==> config.mk <==
export PLATFORM = sky130hd
export DESIGN_NAME = rob_top
export DESIGN_NICKNAME = d
export VERILOG_FILES = /design/src/rtl/rob_pkg.sv /design/src/rtl/rob_ptrs.sv /design/src/rtl/rob_store.sv /design/src/rtl/rob_retire.sv /design/src/rtl/rob_top.sv
export SDC_FILE = /design/constraint.sdc
export NUM_CORES = 1
export LEC_CHECK = 0
export ABC_CLOCK_PERIOD_IN_PS = 2400
export BUFFER_PORTS_ARGS = -buffer_cell sky130_fd_sc_hd__buf_4
export CELL_PAD_IN_SITES_DETAIL_PLACEMENT = 0
export CELL_PAD_IN_SITES_GLOBAL_PLACEMENT = 1
export CORE_ASPECT_RATIO = 1.1
export CORE_MARGIN = 5
export CORE_UTILIZATION = 43
export DETAILED_ROUTE_END_ITERATION = 10
export PLACE_DENSITY = 0.87
export SKIP_CTS_REPAIR_TIMING = 1
export SYNTH_ARGS = -nofsm -noshare
export SYNTH_HDL_FRONTEND = slang
export SYNTH_SLANG_ARGS = --single-unit
export TNS_END_PERCENT = 50
==> constraint.sdc <==
create_clock -name clk -period 2.4 [get_ports clk]
set_clock_uncertainty 0.15 [all_clocks]
set_input_delay 0 -clock clk [delete_from_list [all_inputs] [get_ports clk]]
set_output_delay 0 -clock clk [all_outputs]
set_load 0.02 [all_outputs]
==> src/rtl/rob_pkg.sv <==
package rob_pkg;

    localparam int ROB_DATA_W = 32;
    localparam int ROB_DEST_W = 32;

    typedef enum logic [1:0] {
        KIND_REG    = 2'b00,
        KIND_STORE  = 2'b01,
        KIND_BRANCH = 2'b10
    } op_kind_e;

    typedef struct packed {
        logic                  busy;
        logic                  done;
        logic                  mispred;
        op_kind_e              kind;
        logic [ROB_DEST_W-1:0] dest;
        logic [ROB_DATA_W-1:0] value;
    } rob_entry_t;

    function automatic rob_entry_t fresh_entry(op_kind_e k, logic [ROB_DEST_W-1:0] d);
        rob_entry_t e;
        e.busy    = 1'b1;
        e.done    = 1'b0;
        e.mispred = 1'b0;
        e.kind    = k;
        e.dest    = d;
        e.value   = '0;
        return e;
    endfunction

endpackage

==> src/rtl/rob_ptrs.sv <==
module rob_ptrs #(
    parameter int DEPTH = 8,
    localparam int TAG_W = $clog2(DEPTH),
    localparam int PTR_W = TAG_W + 1
) (
    input  logic             clk,
    input  logic             rst,
    input  logic             push,
    input  logic             pop,
    input  logic             flush,
    output logic [TAG_W-1:0] head_idx,
    output logic [TAG_W-1:0] tail_idx,
    output logic             full_q,
    output logic             empty_q
);

    logic [PTR_W-1:0] head_q, tail_q;

    always_ff @(posedge clk) begin
        if (rst) begin
            head_q <= '0;
            tail_q <= '0;
        end else if (flush) begin
            head_q <= head_q + PTR_W'(1);
            tail_q <= head_q + PTR_W'(1);
        end else begin
            if (push) tail_q <= tail_q + PTR_W'(1);
            if (pop)  head_q <= head_q + PTR_W'(1);
        end
    end

    assign head_idx = head_q[TAG_W-1:0];
    assign tail_idx = tail_q[TAG_W-1:0];
    assign empty_q  = (head_q == tail_q);
    assign full_q   = (head_q[TAG_W] != tail_q[TAG_W]) &&
                      (head_q[TAG_W-1:0] == tail_q[TAG_W-1:0]);

    p_no_overflow_r3: assert property (@(posedge clk) disable iff (rst)
        (PTR_W'(tail_q - head_q) <= PTR_W'(DEPTH)));

    p_full_blocks_r3: assert property (@(posedge clk) disable iff (rst)
        (full_q && !pop) |-> !push);

    p_flush_empties_r9: assert property (@(posedge clk) disable iff (rst)
        flush |=> (head_q == tail_q));

    p_inorder_step_r5: assert property (@(posedge clk) disable iff (rst)
        pop |=> (head_q == $past(head_q) + PTR_W'(1)));

endmodule

==> src/rtl/rob_store.sv <==
module rob_store
    import rob_pkg::*;
#(
    parameter int DEPTH = 8,
    localparam int TAG_W = $clog2(DEPTH)
) (
    input  logic                  clk,
    input  logic                  rst,
    input  logic                  flush,
    input  logic                  alloc_we,
    input  logic [TAG_W-1:0]      alloc_idx,
    input  op_kind_e              alloc_kind,
    input  logic [ROB_DEST_W-1:0] alloc_dest,
    input  logic                  wb_valid,
    input  logic [TAG_W-1:0]      wb_tag,
    input  logic [ROB_DATA_W-1:0] wb_value,
    input  logic                  wb_mispred,
    input  logic                  clear_we,
    input  logic [TAG_W-1:0]      clear_idx,
    input  logic [TAG_W-1:0]      head_idx,
    output rob_entry_t            head_entry,
    input  logic [TAG_W-1:0]      lk_tag,
    output logic                  lk_ready,
    output logic [ROB_DATA_W-1:0] lk_value
);

    rob_entry_t ents [DEPTH];

    for (genvar g = 0; g < DEPTH; g++) begin : g_slot
        rob_entry_t slot_q;
        always_ff @(posedge clk) begin
            if (rst) begin
                slot_q <= '0;
            end else if (flush) begin
                slot_q.busy <= 1'b0;
                slot_q.done <= 1'b0;
            end else if (alloc_we && alloc_idx == TAG_W'(g)) begin
                slot_q <= fresh_entry(alloc_kind, alloc_dest);
            end else if (clear_we && clear_idx == TAG_W'(g)) begin
                slot_q.busy <= 1'b0;
                slot_q.done <= 1'b0;
            end else if (wb_valid && wb_tag == TAG_W'(g) && slot_q.busy) begin
                slot_q.done    <= 1'b1;
                slot_q.value   <= wb_value;
                slot_q.mispred <= wb_mispred;
            end
        end
        assign ents[g] = slot_q;
    end

    assign head_entry = ents[head_idx];
    assign lk_ready   = ents[lk_tag].busy && ents[lk_tag].done;
    assign lk_value   = ents[lk_tag].value;

    p_wb_marks_ready_r4: assert property (@(posedge clk) disable iff (rst)
        (wb_valid && ents[wb_tag].busy && !flush &&
         !(alloc_we && alloc_idx == wb_tag) && !(clear_we && clear_idx == wb_tag))
        |=> (ents[$past(wb_tag)].done && ents[$past(wb_tag)].value == $past(wb_value)));

    p_idle_write_ignored_r11: assert property (@(posedge clk) disable iff (rst)
        (wb_valid && !ents[wb_tag].busy && !(alloc_we && alloc_idx == wb_tag))
        |=> !ents[$past(wb_tag)].done);

endmodule

==> src/rtl/rob_retire.sv <==
module rob_retire
    import rob_pkg::*;
#(
    parameter int REG_W = 5
) (
    input  rob_entry_t            head_e,
    output logic                  commit,
    output logic                  reg_we,
    output logic [REG_W-1:0]      reg_idx,
    output logic [ROB_DATA_W-1:0] reg_data,
    output logic                  st_req,
    output logic [ROB_DEST_W-1:0] st_addr,
    output logic [ROB_DATA_W-1:0] st_data,
    output logic                  flush
);

    always_comb begin
        commit   = head_e.busy && head_e.done;
        reg_we   = 1'b0;
        st_req   = 1'b0;
        flush    = 1'b0;
        reg_idx  = head_e.dest[REG_W-1:0];
        reg_data = head_e.value;
        st_addr  = head_e.dest;
        st_data  = head_e.value;
        if (commit) begin
            unique case (head_e.kind)
                KIND_REG:    reg_we = 1'b1;
                KIND_STORE:  st_req = 1'b1;
                KIND_BRANCH: flush  = head_e.mispred;
                default:     ;
            endcase
        end
    end

endmodule

==> src/rtl/rob_top.sv <==
module rob_top
    import rob_pkg::*;
#(
    parameter int DEPTH = 8,
    parameter int REG_W = 5,
    localparam int TAG_W = $clog2(DEPTH)
) (
    input  logic                  clk,
    input  logic                  rst,
    input  logic                  alloc_valid,
    input  logic [1:0]            alloc_kind,
    input  logic [ROB_DEST_W-1:0] alloc_dest,
    output logic [TAG_W-1:0]      alloc_tag,
    output logic                  full,
    output logic                  empty,
    input  logic                  wb_valid,
    input  logic [TAG_W-1:0]      wb_tag,
    input  logic [ROB_DATA_W-1:0] wb_value,
    input  logic                  wb_mispred,
    input  logic [TAG_W-1:0]      lookup_tag,
    output logic                  lookup_ready,
    output logic [ROB_DATA_W-1:0] lookup_value,
    output logic                  reg_we,
    output logic [REG_W-1:0]      reg_idx,
    output logic [ROB_DATA_W-1:0] reg_data,
    output logic                  st_req,
    output logic [ROB_DEST_W-1:0] st_addr,
    output logic [ROB_DATA_W-1:0] st_data,
    output logic                  flush
);

    logic [TAG_W-1:0] head_idx, tail_idx;
    logic             full_q, empty_q, commit, alloc_we;
    rob_entry_t       head_e;

    assign full      = full_q && !commit;
    assign empty     = empty_q;
    assign alloc_tag = tail_idx;
    assign alloc_we  = alloc_valid && !full && !flush;

    rob_ptrs #(.DEPTH(DEPTH)) ptrs_i (
        .clk(clk), .rst(rst), .push(alloc_we), .pop(commit), .flush(flush),
        .head_idx(head_idx), .tail_idx(tail_idx), .full_q(full_q), .empty_q(empty_q)
    );

    rob_store #(.DEPTH(DEPTH)) store_i (
        .clk(clk), .rst(rst), .flush(flush),
        .alloc_we(alloc_we), .alloc_idx(tail_idx),
        .alloc_kind(op_kind_e'(alloc_kind)), .alloc_dest(alloc_dest),
        .wb_valid(wb_valid), .wb_tag(wb_tag), .wb_value(wb_value), .wb_mispred(wb_mispred),
        .clear_we(commit), .clear_idx(head_idx),
        .head_idx(head_idx), .head_entry(head_e),
        .lk_tag(lookup_tag), .lk_ready(lookup_ready), .lk_value(lookup_value)
    );

    rob_retire #(.REG_W(REG_W)) retire_i (
        .head_e(head_e), .commit(commit),
        .reg_we(reg_we), .reg_idx(reg_idx), .reg_data(reg_data),
        .st_req(st_req), .st_addr(st_addr), .st_data(st_data), .flush(flush)
    );

    p_one_action_r6: assert property (@(posedge clk) disable iff (rst)
        $onehot0({reg_we, st_req, flush}));

    p_commit_nonempty_r5: assert property (@(posedge clk) disable iff (rst)
        commit |-> !empty_q);

    p_slot_reuse_r10: assert property (@(posedge clk) disable iff (rst)
        (full_q && commit && !flush && alloc_valid) |=> full_q);

endmodule

Word level (Yosys, flattened, before mapping)
Index checks and enable logic that the tools add are counted.
- register bits after elaboration: 560
- bits of input ports: 77
- output and inout port bits: 142
- word-level logic and storage cells: 259
- add/sub/neg operators: 2
- order comparisons: 2
- equal/unequal tests: 34
- multiplexer cells: 80
- bitwise gates (word level): 3
- reduce and logical (&&, ||, !) cells: 88
- operators by type and width (operator ; count):
    $mux W32 ; 24
    $bmux W69 S3 ; 2
    $mux W69 ; 4
    $logic_and A1 B1 Y1 ; 38
    $eq A3 B3 Y1 const B ; 12
    $reduce_bool A2 Y1 ; 18
    $reduce_or A4 Y1 ; 8
    $mux W1 ; 30
    $mux W3 ; 8
    $reduce_and A3 Y1 ; 8
    $eq A3 B2 Y1 const B ; 6
    $mux W2 ; 8
    $mux W4 ; 4
    $ne A2 B1 Y1 const B ; 8
    $reduce_and A2 Y1 ; 8
    $eq A3 B1 Y1 const B ; 3
    $logic_not A3 Y1 ; 3
    $add A4 B1 Y4 const B ; 2
    $ge A4 B4 Y1 const B ; 2
    $not A3 Y4 ; 2
    $eq A4 B4 Y1 ; 1
    $eq A3 B3 Y1 ; 1
    $logic_not A1 Y1 ; 3
    $eq A2 B1 Y1 const B ; 1
    5 further kinds ; 5

Depth between registers and ports, before layout
Gate-level depths: netlist (run 1).
- word-level depth: 13
- depth in mapped cells: 13
- depth with buffers taken out: 7

Modules after synthesis
From an unflattened synthesis (run 1), not the netlist that was laid out.
- cell total of the unflattened synthesis: 2610
- area, all modules: 26407.8 um^2
- modules (own cells, without submodules) (module ; times used ; cells each ; area each (um^2)):
    rob_store ; 1 ; 2445 ; 25087.8
    rob_retire ; 1 ; 107 ; 799.5
    rob_ptrs ; 1 ; 56 ; 494.2
    rob_top ; 1 ; 2 ; 26.3

Worst setup path after synthesis (run 1)
No wires, ideal clock.
- path kind: reg2out
- start: register ptrs_i.head_q[0]
- end: output port st_addr[0]
- arrival time: 2538 ps
- data required time: 2250 ps
- setup slack: -288 ps
- stages on the path, launching flop included: 8
- path buffers: 4
- cell sequence: dfxtp_1 > buf_2 > buf_1 > buf_1 > mux4_2 > nand2_1 > nand2_1 > buf_4
- cells in the longest elaborated chain, start to end: 4
- ends and longest elaborated chain (element ; line ; RTL):
    start: declaration ; rob_ptrs.sv:17 ; logic [PTR_W-1:0] head_q, tail_q;
    start signal: assignment ; rob_ptrs.sv:24 ; head_q <= head_q + PTR_W'(1);
    start signal: assignment ; rob_ptrs.sv:28 ; if (pop) head_q <= head_q + PTR_W'(1);
    $not A3 Y4 (implied by the code) ; rob_store.sv:51 ; assign head_entry = ents[head_idx];
    $bmux W69 S3 ; rob_store.sv:51 ;
    $mux W69 (implied by the code) (2 in a row) ; rob_store.sv:51 ;
    end: declaration ; rob_top.sv:27 ; output logic [ROB_DEST_W-1:0] st_addr,
No other way between the ends. The select of a mux whose other input is x is not followed.

Worst setup path after layout (run 1)
- start: register ptrs_i.head_q[2]
- end: register store_i.g_slot[1].slot_q, in the netlist store_i.ents[478]
- cells in the longest elaborated chain, start to end: 12
- elaborated cells between the ends (all ways): 19
- those cells by class: 2 x eq/ne; 5 x mux; 2 x bitwise; 10 x reduce/logical
- ends and longest elaborated chain (element ; line ; RTL):
    parallel branches: the longest is 11 deep, another holds $bmux W69 S3 ; -- ;
    $reduce_and A2 Y1 (no source line) (*) ; -- ;
    end signal: assignment ; rob_store.sv:38 ; slot_q <= fresh_entry(alloc_kind, alloc_dest);
    end: declaration ; rob_store.sv:30 ; rob_entry_t slot_q;
Mark *: on every way between the ends. The select of a mux whose other input is x is not followed.
A chain may end at the register's enable or synchronous reset.

==> summary.txt, run 1 <==
Critical path
  • Worst endpoint data arrival time: 3160 ps
  • CP max FO: 8
  • Crit path cell chain: mux4_2 -> mux2i_4 -> a21oi_4 -> nand3_4 -> clkinv_8 -> buf_6 -> nor4_4 -> buf_4 -> buf_12 -> mux2i_1
  • Master of the slowest instance on the critical path: mux4_2
  • WS Path Type: reg -> reg
  • Crit path launch type: register
  • Buffers & Inverters on Critical Path: 4
  • WP data required: ~2800 ps
  • Largest delay share family, worst path: multiplexers
  • Reg2Reg Setup Slack: -380 ps
  • Crit-path max cell delay: ~560 ps
  • CP endpoint kind: register

Pwr
  • Leak Pwr: roughly 13 nW
  • Clock Power Share: a little over two fifths
  • Comb pwr share: around a tenth
  • Max VDD drop: 0.698 mV
  • Pwr dens: between 500 and 600 nW/um^2
  • Switching pwr: approximately 5.2 mW
  • Sequential power share: 45.9%
  • Switching Fraction: between 20% and 30%
  • Cell Int Power: between 15 and 20 mW

Global route
  • Initial antenna violation count: 1
  • GRT busiest layer: met2
  • Met2 Use GR: 43.5%
  • Tot GR Track Use: roughly 24%
  • Met1 usage: between 30 and 40%
  • GRT overflow: 0
  • Pin count of the biggest net entering global routing: about 80
  • Vias in the first global route: 23712
  • Met3 Usage GRT: between 3 and 4%
  • First-pass GRT wire length: ~140000 um

Clock network
  • CTS max path bufs: 3
  • Clock root cell: clkbuf_16
  • Clock slew at reported path FFs: about 60 ps
  • TritonCTS Buffers: 58
  • Clock tree from TritonCTS: yes
  • Latest clock arrival within the worst-skew pair: 620 ps
  • CTS HTree Levels: 2
  • CTS sink cnt: 560

Routing
  • Wire per inst: about 26 um
  • Vias per cell: 6.33
  • Via count: about 25000
  • Final ANT Viol Nets: 0
  • Pre-antenna DRT Iters: 6
  • Drt initial violations: 2800
  • Total Routed Length: 101000 um
  • # DRC: 0

Logic synthesis
  • Sequential element share of the synthesized area: between 40 and 50%
  • Syn Nets: ~2800
  • Cell Area, Synth: 27600 um^2
  • Mapped Cells: about 2700
  • Seq cells post-synth: 560
  • Ys async rst share: 0%
  • Most common flop cell mapped by yosys: dfxtp_1
  • Top cells by area, synth: dfxtp_1 (41%), mux4_2 (17%), mux2i_1 (8.6%)
  • Area leader, netlist: dfxtp_1
  • EDFF count, synth: 0
  • Synthesized area per cell: roughly 10 um^2
  • YS warnings: 0
  • Most numerous cell in the Yosys netlist: dfxtp_1
  • Post-synth top cells: dfxtp_1 (560), nand2_1 (298), mux2i_1 (237)
  • Unique cell type count in the Yosys netlist: 52
  • Yosys top cell area share: between 40% and 50%

Timing
  • Actual slew at the worst max-slew pin: around 520 ps
  • Max_slew headroom: approximately 66%
  • Minimum clock period: roughly 2800 ps
  • Setup ws final: -380 ps
  • RSZ-0062 raised after global routing: true
  • Highest clock rate: 0.360 GHz
  • Fin crit share: 116%
  • Setup violators final: around 650
  • Hold Vio Cnt, Final: 4
  • Final Max Tran Viols: 0
  • Hold_ws: -60.3 ps

Cells and area
  • Area grow syn2layout: 35.1%
  • Layout cells sized above 1: a little under two fifths
  • Final #Nets: about 3100
  • # fillers: around 5000
  • Area of the multi-input gates: approximately 16000 um^2
  • Register Area: between 10000 and 15000 um^2
  • Ant. Diodes: 0

Floorplan
  • Initial core utilization: 43.3%
  • IO Count: between 200 and 250
  • Core area: about 64000 um^2
  • Die X: between 200 and 300 um
  • Height of the die: between 200 and 300 um
  • DIE AREA: just under 70000 um^2
  • # rows: 97

Placement
  • Hpwl dp: around 56000 um
  • Place WS: -309 ps
  • I/O Buffers: about 220
  • Routability cong.: about 0.9

Outcome
  • Failing checks: hold timing, setup timing
  • Status: finished, violations left

Flow run
  • Number of max-cap violations: 0

Worst hold path
  • Worst hold-check path type: in -> reg
-- kinds of logic (layout without fill, tap and decap cells) --
kind of cell,after synthesis,in the layout,synth area share [%]
and+or+nand+nor,860,860,13.9
muxes,474,474,26.6
AOI/OAI and AO/OA,434,434,11.9
DFF,560,560,40.7
buffers and inverters,351,733,6.17
xor gates and xnor gates,6,6,0.191
adders and majority gates,12,12,0.545
-- metal layers --
metal,share of wire (%),wire length [um]
met1,36,36400
met2,49,50000
met3,8.6,8730
met4,5.8,5860
met5,0.0069,7
-- cell type report --
class | instances | area share (%)
clock buffers | 89 | 4.70
flip-flops and latches | 560 | 30.1
repair buffers | 613 | 19.3
well taps | 841 | 2.83
clock inverters | 16 | 0.386
multi-input cells | 1786 | 42.4
inverters | 15 | 0.225
-- stage by stage --
stage	TNS [ps]	util [%]	area, um^2	cells	power (mW)
floorplan	-28400	-	27900	2697	10.7
global placement	-83370	49.0	31200	3608	11.4
detailed placement	-123960	49.0	31200	3608	11.4
CTS	-180330	52.0	33100	3713	20.4
global route	-183100	58.5	37200	3920	21.3
finish	-131220	58.5	37200	3920	20.8
-- registers in the layout, summed over array words and instances, names as in the netlist --
register and cells:
ptrs_i.head_q 4, ptrs_i.tail_q 4, store_i.ents 552
-- worst register-to-register path: cells and delay by family, from the launching register on --
family / cells / cell delay (ps)
and+or+nand+nor: 2 / 410
DFF: 1 / 410
buffers and inverters: 4 / 610
muxes: 3 / 1030
AOI/OAI and AO/OA: 1 / 90
-- cells in the final DEF, fill, tap and decap left out, drive strengths merged, types with 4 or more instances in the layout --
master	netlist	layout
and3	6	6
clkinv	3	14
dfxtp	560	560
a31oi	6	6
clkbuf	141	131
ha	12	12
a31o	239	239
nor2b	4	4
o211ai	5	5
o21ai	82	82
mux2	33	33
nor2	215	215
nor3	171	171
dlygate4sd3	0	75
nand3	74	74
nand2b	5	5
and2	9	9
mux4	202	202
inv	12	12
buf	195	496
a21oi	82	82
o31ai	7	7
nor4	69	69
xnor2	4	4
nand2	298	298
mux2i	239	239
-- power by group through the flow --
stage                     logic (mW)  clock network, mW  registers, mW
after floorplan                 1.02                  0           9.70
after global placement          1.70                  0           9.71
after detailed placement        1.73                  0           9.72
after CTS                       1.73               9.11           9.52
after global routing            2.26               9.55           9.53
final                           2.18               9.07           9.53
-- final timing paths --
check                                       start                 to  cells past startpoint
worst max-delay path             ptrs_i.head_q[2]  store_i.ents[478]                     10
worst min-delay path                     wb_valid  store_i.ents[550]                      5
worst max register to register   ptrs_i.head_q[2]  store_i.ents[478]                     10
worst min register to register  store_i.ents[468]  store_i.ents[468]                      2
Note: power is estimated with default switching activity, not from simulation.
==> run 2, diff against run 1 <==
--- a/config.mk
+++ b/config.mk
@@ -5,15 +5,16 @@
 export SDC_FILE = /design/constraint.sdc
 export NUM_CORES = 1
 export LEC_CHECK = 0
+export ABC_AREA = 1
 export ABC_CLOCK_PERIOD_IN_PS = 2400
 export BUFFER_PORTS_ARGS = -buffer_cell sky130_fd_sc_hd__buf_4
 export CELL_PAD_IN_SITES_DETAIL_PLACEMENT = 0
 export CELL_PAD_IN_SITES_GLOBAL_PLACEMENT = 1
 export CORE_ASPECT_RATIO = 1.1
 export CORE_MARGIN = 5
-export CORE_UTILIZATION = 43
+export CORE_UTILIZATION = 39
 export DETAILED_ROUTE_END_ITERATION = 10
-export PLACE_DENSITY = 0.87
+export PLACE_DENSITY = 0.88
 export SKIP_CTS_REPAIR_TIMING = 1
 export SYNTH_ARGS = -nofsm -noshare
 export SYNTH_HDL_FRONTEND = slang
==> run 2 against run 1 <==
The run ends with setup timing left. Sequential power about the same. Cell area is 0.56% lower. Non-clock buffer count decreased by 79. Largest cell class unchanged.
==> summary.txt, run 2 <==
Clock network
  • CTS sink cnt: 560
  • CTS HTree Levels: 2
  • TritonCTS Buffers: just over 60
  • Clock root cell: clkbuf_16
  • Clock slew at reported path FFs: 60 ps
  • CTS max path bufs: 3
  • Latest clock arrival within the worst-skew pair: between 600 and 700 ps
  • Clock tree from TritonCTS: yes

Critical path
  • Worst endpoint data arrival time: about 2400 ps
  • Buffers & Inverters on Critical Path: 6
  • Crit-path max cell delay: approximately 400 ps
  • CP max FO: 9
  • WP data required: about 2300 ps
  • Crit path cell chain: inv_6 -> buf_12 -> nand2_1 -> nand3_1 -> nand2_1 -> nand2_2 -> nand2_4 -> nor2_4 -> nand2_8 -> buf_16 -> buf_16 -> inv_4 -> buf_6
  • Largest delay share family, worst path: simple AND/OR/NAND/NOR gates
  • CP endpoint kind: output port
  • Master of the slowest instance on the critical path: dfxtp_4
  • Crit path launch type: register
  • Reg2Reg Setup Slack: -120 ps
  • WS Path Type: reg -> out

Logic synthesis
  • YS warnings: 0
  • Syn Nets: 4432
  • Most common flop cell mapped by yosys: dfxtp_1
  • EDFF count, synth: 0
  • Yosys top cell area share: about 40%
  • Mapped Cells: about 4300
  • Cell Area, Synth: about 28000 um^2
  • Ys async rst share: 0%
  • Top cells by area, synth: dfxtp_1 (40%), nand2_1 (13%), nor2_1 (9.8%)
  • Seq cells post-synth: 560
  • Most numerous cell in the Yosys netlist: nand2_1
  • Sequential element share of the synthesized area: between 30% and 40%
  • Area leader, netlist: dfxtp_1
  • Unique cell type count in the Yosys netlist: 32
  • Post-synth top cells: nand2_1 (945), nor2_1 (735), dfxtp_1 (560)
  • Synthesized area per cell: ~6.5 um^2

Pwr
  • Max VDD drop: roughly 0.6 mV
  • Pwr dens: between 600 and 700 nW/um^2
  • Leak Pwr: 17.1 nW

Timing
  • Minimum clock period: approximately 2500 ps
  • RSZ-0062 raised after global routing: true
  • Setup ws final: -140 ps
  • Final setup TNS: -6170 ps
  • Final Max Tran Viols: 0
  • Setup violators final: approximately 180
  • Actual slew at the worst max-slew pin: about 600 ps
  • Max_slew headroom: 59.7%
  • Highest clock rate: between 0.3 and 0.4 GHz
  • Fin crit share: 106%
  • Hold Vio Cnt, Final: 0

Cells and area
  • Layout cells sized above 1: roughly 16%
  • Leading cell type in the layout, fill and taps excluded: nand2_1
  • Max FFs per register: approximately 550
  • Most frequent cells in the layout: nand2_1 (921), nor2_1 (723), dfxtp_1 (557)
  • Final core utilization: between 50% and 60%
  • Area grow syn2layout: 30.9%
  • Final #Nets: 4632

Placement
  • Hpwl dp: between 50000 and 60000 um
  • Routability cong.: between 0.8 and 0.9
  • I/O Buffers: roughly 220
  • Place WS: -1.02 ps

Routing
  • Pre-antenna DRT Iters: 6
  • Final ANT Viol Nets: 0
  • Via count: slightly below 30000
  • Wire per inst: slightly below 20 um
  • # DRC: 0
  • Total Routed Length: between 100000 and 150000 um
  • Drt initial violations: 3034
  • Vias per cell: about 5.3

Global route
  • Pin count of the biggest net entering global routing: 78
  • Vias in the first global route: 25274
  • GRT overflow: 0
  • Tot GR Track Use: between 20% and 30%
  • First-pass GRT wire length: between 100000 and 150000 um
  • Initial antenna violation count: 2

Floorplan
  • DIE AREA: just under 80000 um^2
  • Core area: around 70000 um^2
  • IO Count: approximately 220
  • # rows: 103
  • Initial core utilization: between 30% and 40%
  • Height of the die: roughly 290 um
  • Die X: between 200 and 300 um

Outcome
  • Failing checks: setup timing
  • Status: finished, violations left

Worst hold path
  • Worst hold-check path type: in -> reg

Flow run
  • Number of max-cap violations: 0
## run 2: cell count changes after synthesis, sizes merged, moves of 128 or more
cell,before,now
a21oi,82,408
nand2,298,950
mux2i,239,0
inv,12,450
mux4,202,0
nor2,215,737
nor3,171,0
o21ai,82,398
a31o,239,0
a221oi,1,129
## run 2: layer usage
layer	track usage (%)	share of wire, %	vias up	wire length [um]
li1	-	-	14313	-
met1	29.5	40	13426	42700
met2	38.7	48	1257	51500
met3	3.65	8.4	254	9100
met4	6.30	4.1	0	4420
met5	0	0	-	0
## run 2: through the flow
step           power (mW)  instance area (um^2)  hold slack (ps)  cells
5_1_grt              24.1                 37000             64.2   5526
3_5_place_dp         13.1                 31200              157   5256
3_3_place_gp         13.1                 31200              152   5256
4_1_cts              22.6                 33200             -523   5357
6_report             23.2                 37000             52.9   5528
2_1_floorplan        11.8                 28300            -3.61   4343
## run 2: cell type report
class                      instances  area (um^2)
clock buffer                      92         1790
multi-input combinational       2934        14800
tap                              945         1180
fill                            6920        34900
inverter                         452         1730
clock inverter                     9          189
antenna                            2         5.00
sequential                       560        11200
timing repair buffer             534         6130
## run 2: cells by family (layout without fill, tap and decap cells)
kind of cell	count (synthesis)	in the layout	share of synthesized area, %
other	0	2	0
buffers and inverters	851	1087	12.7
XOR/XNOR	6	6	0.186
AND/OR/NAND/NOR	1879	1881	26.1
flip-flops	560	560	39.6
adder cells (fa/ha/maj)	12	12	0.531
AO/OA/AOI/OAI	1035	1035	20.8
## run 2: power by group
part           internal (mW)  switching (mW)  total (mW)
combinational           1.65            2.56        4.21
clock                   5.54            3.96        9.50
sequential              9.45          0.0788        9.53
total                   16.6            6.60        23.2
## run 2: path summary, 6_finish.rpt
kind,from,end,cells past startpoint
max,ptrs_i.head_q[0],flush,13
min,wb_value[22],store_i.ents[91],4
max reg2reg,ptrs_i.head_q[1],store_i.ents[270],15
min reg2reg,store_i.ents[484],store_i.ents[484],2
## run 2: worst register-to-register path, delay by kind of cell, from the launching register on
family | cells | cell delay [ps]
flops | 1 | 400
buf+inv | 6 | 930
simple gates | 9 | 970
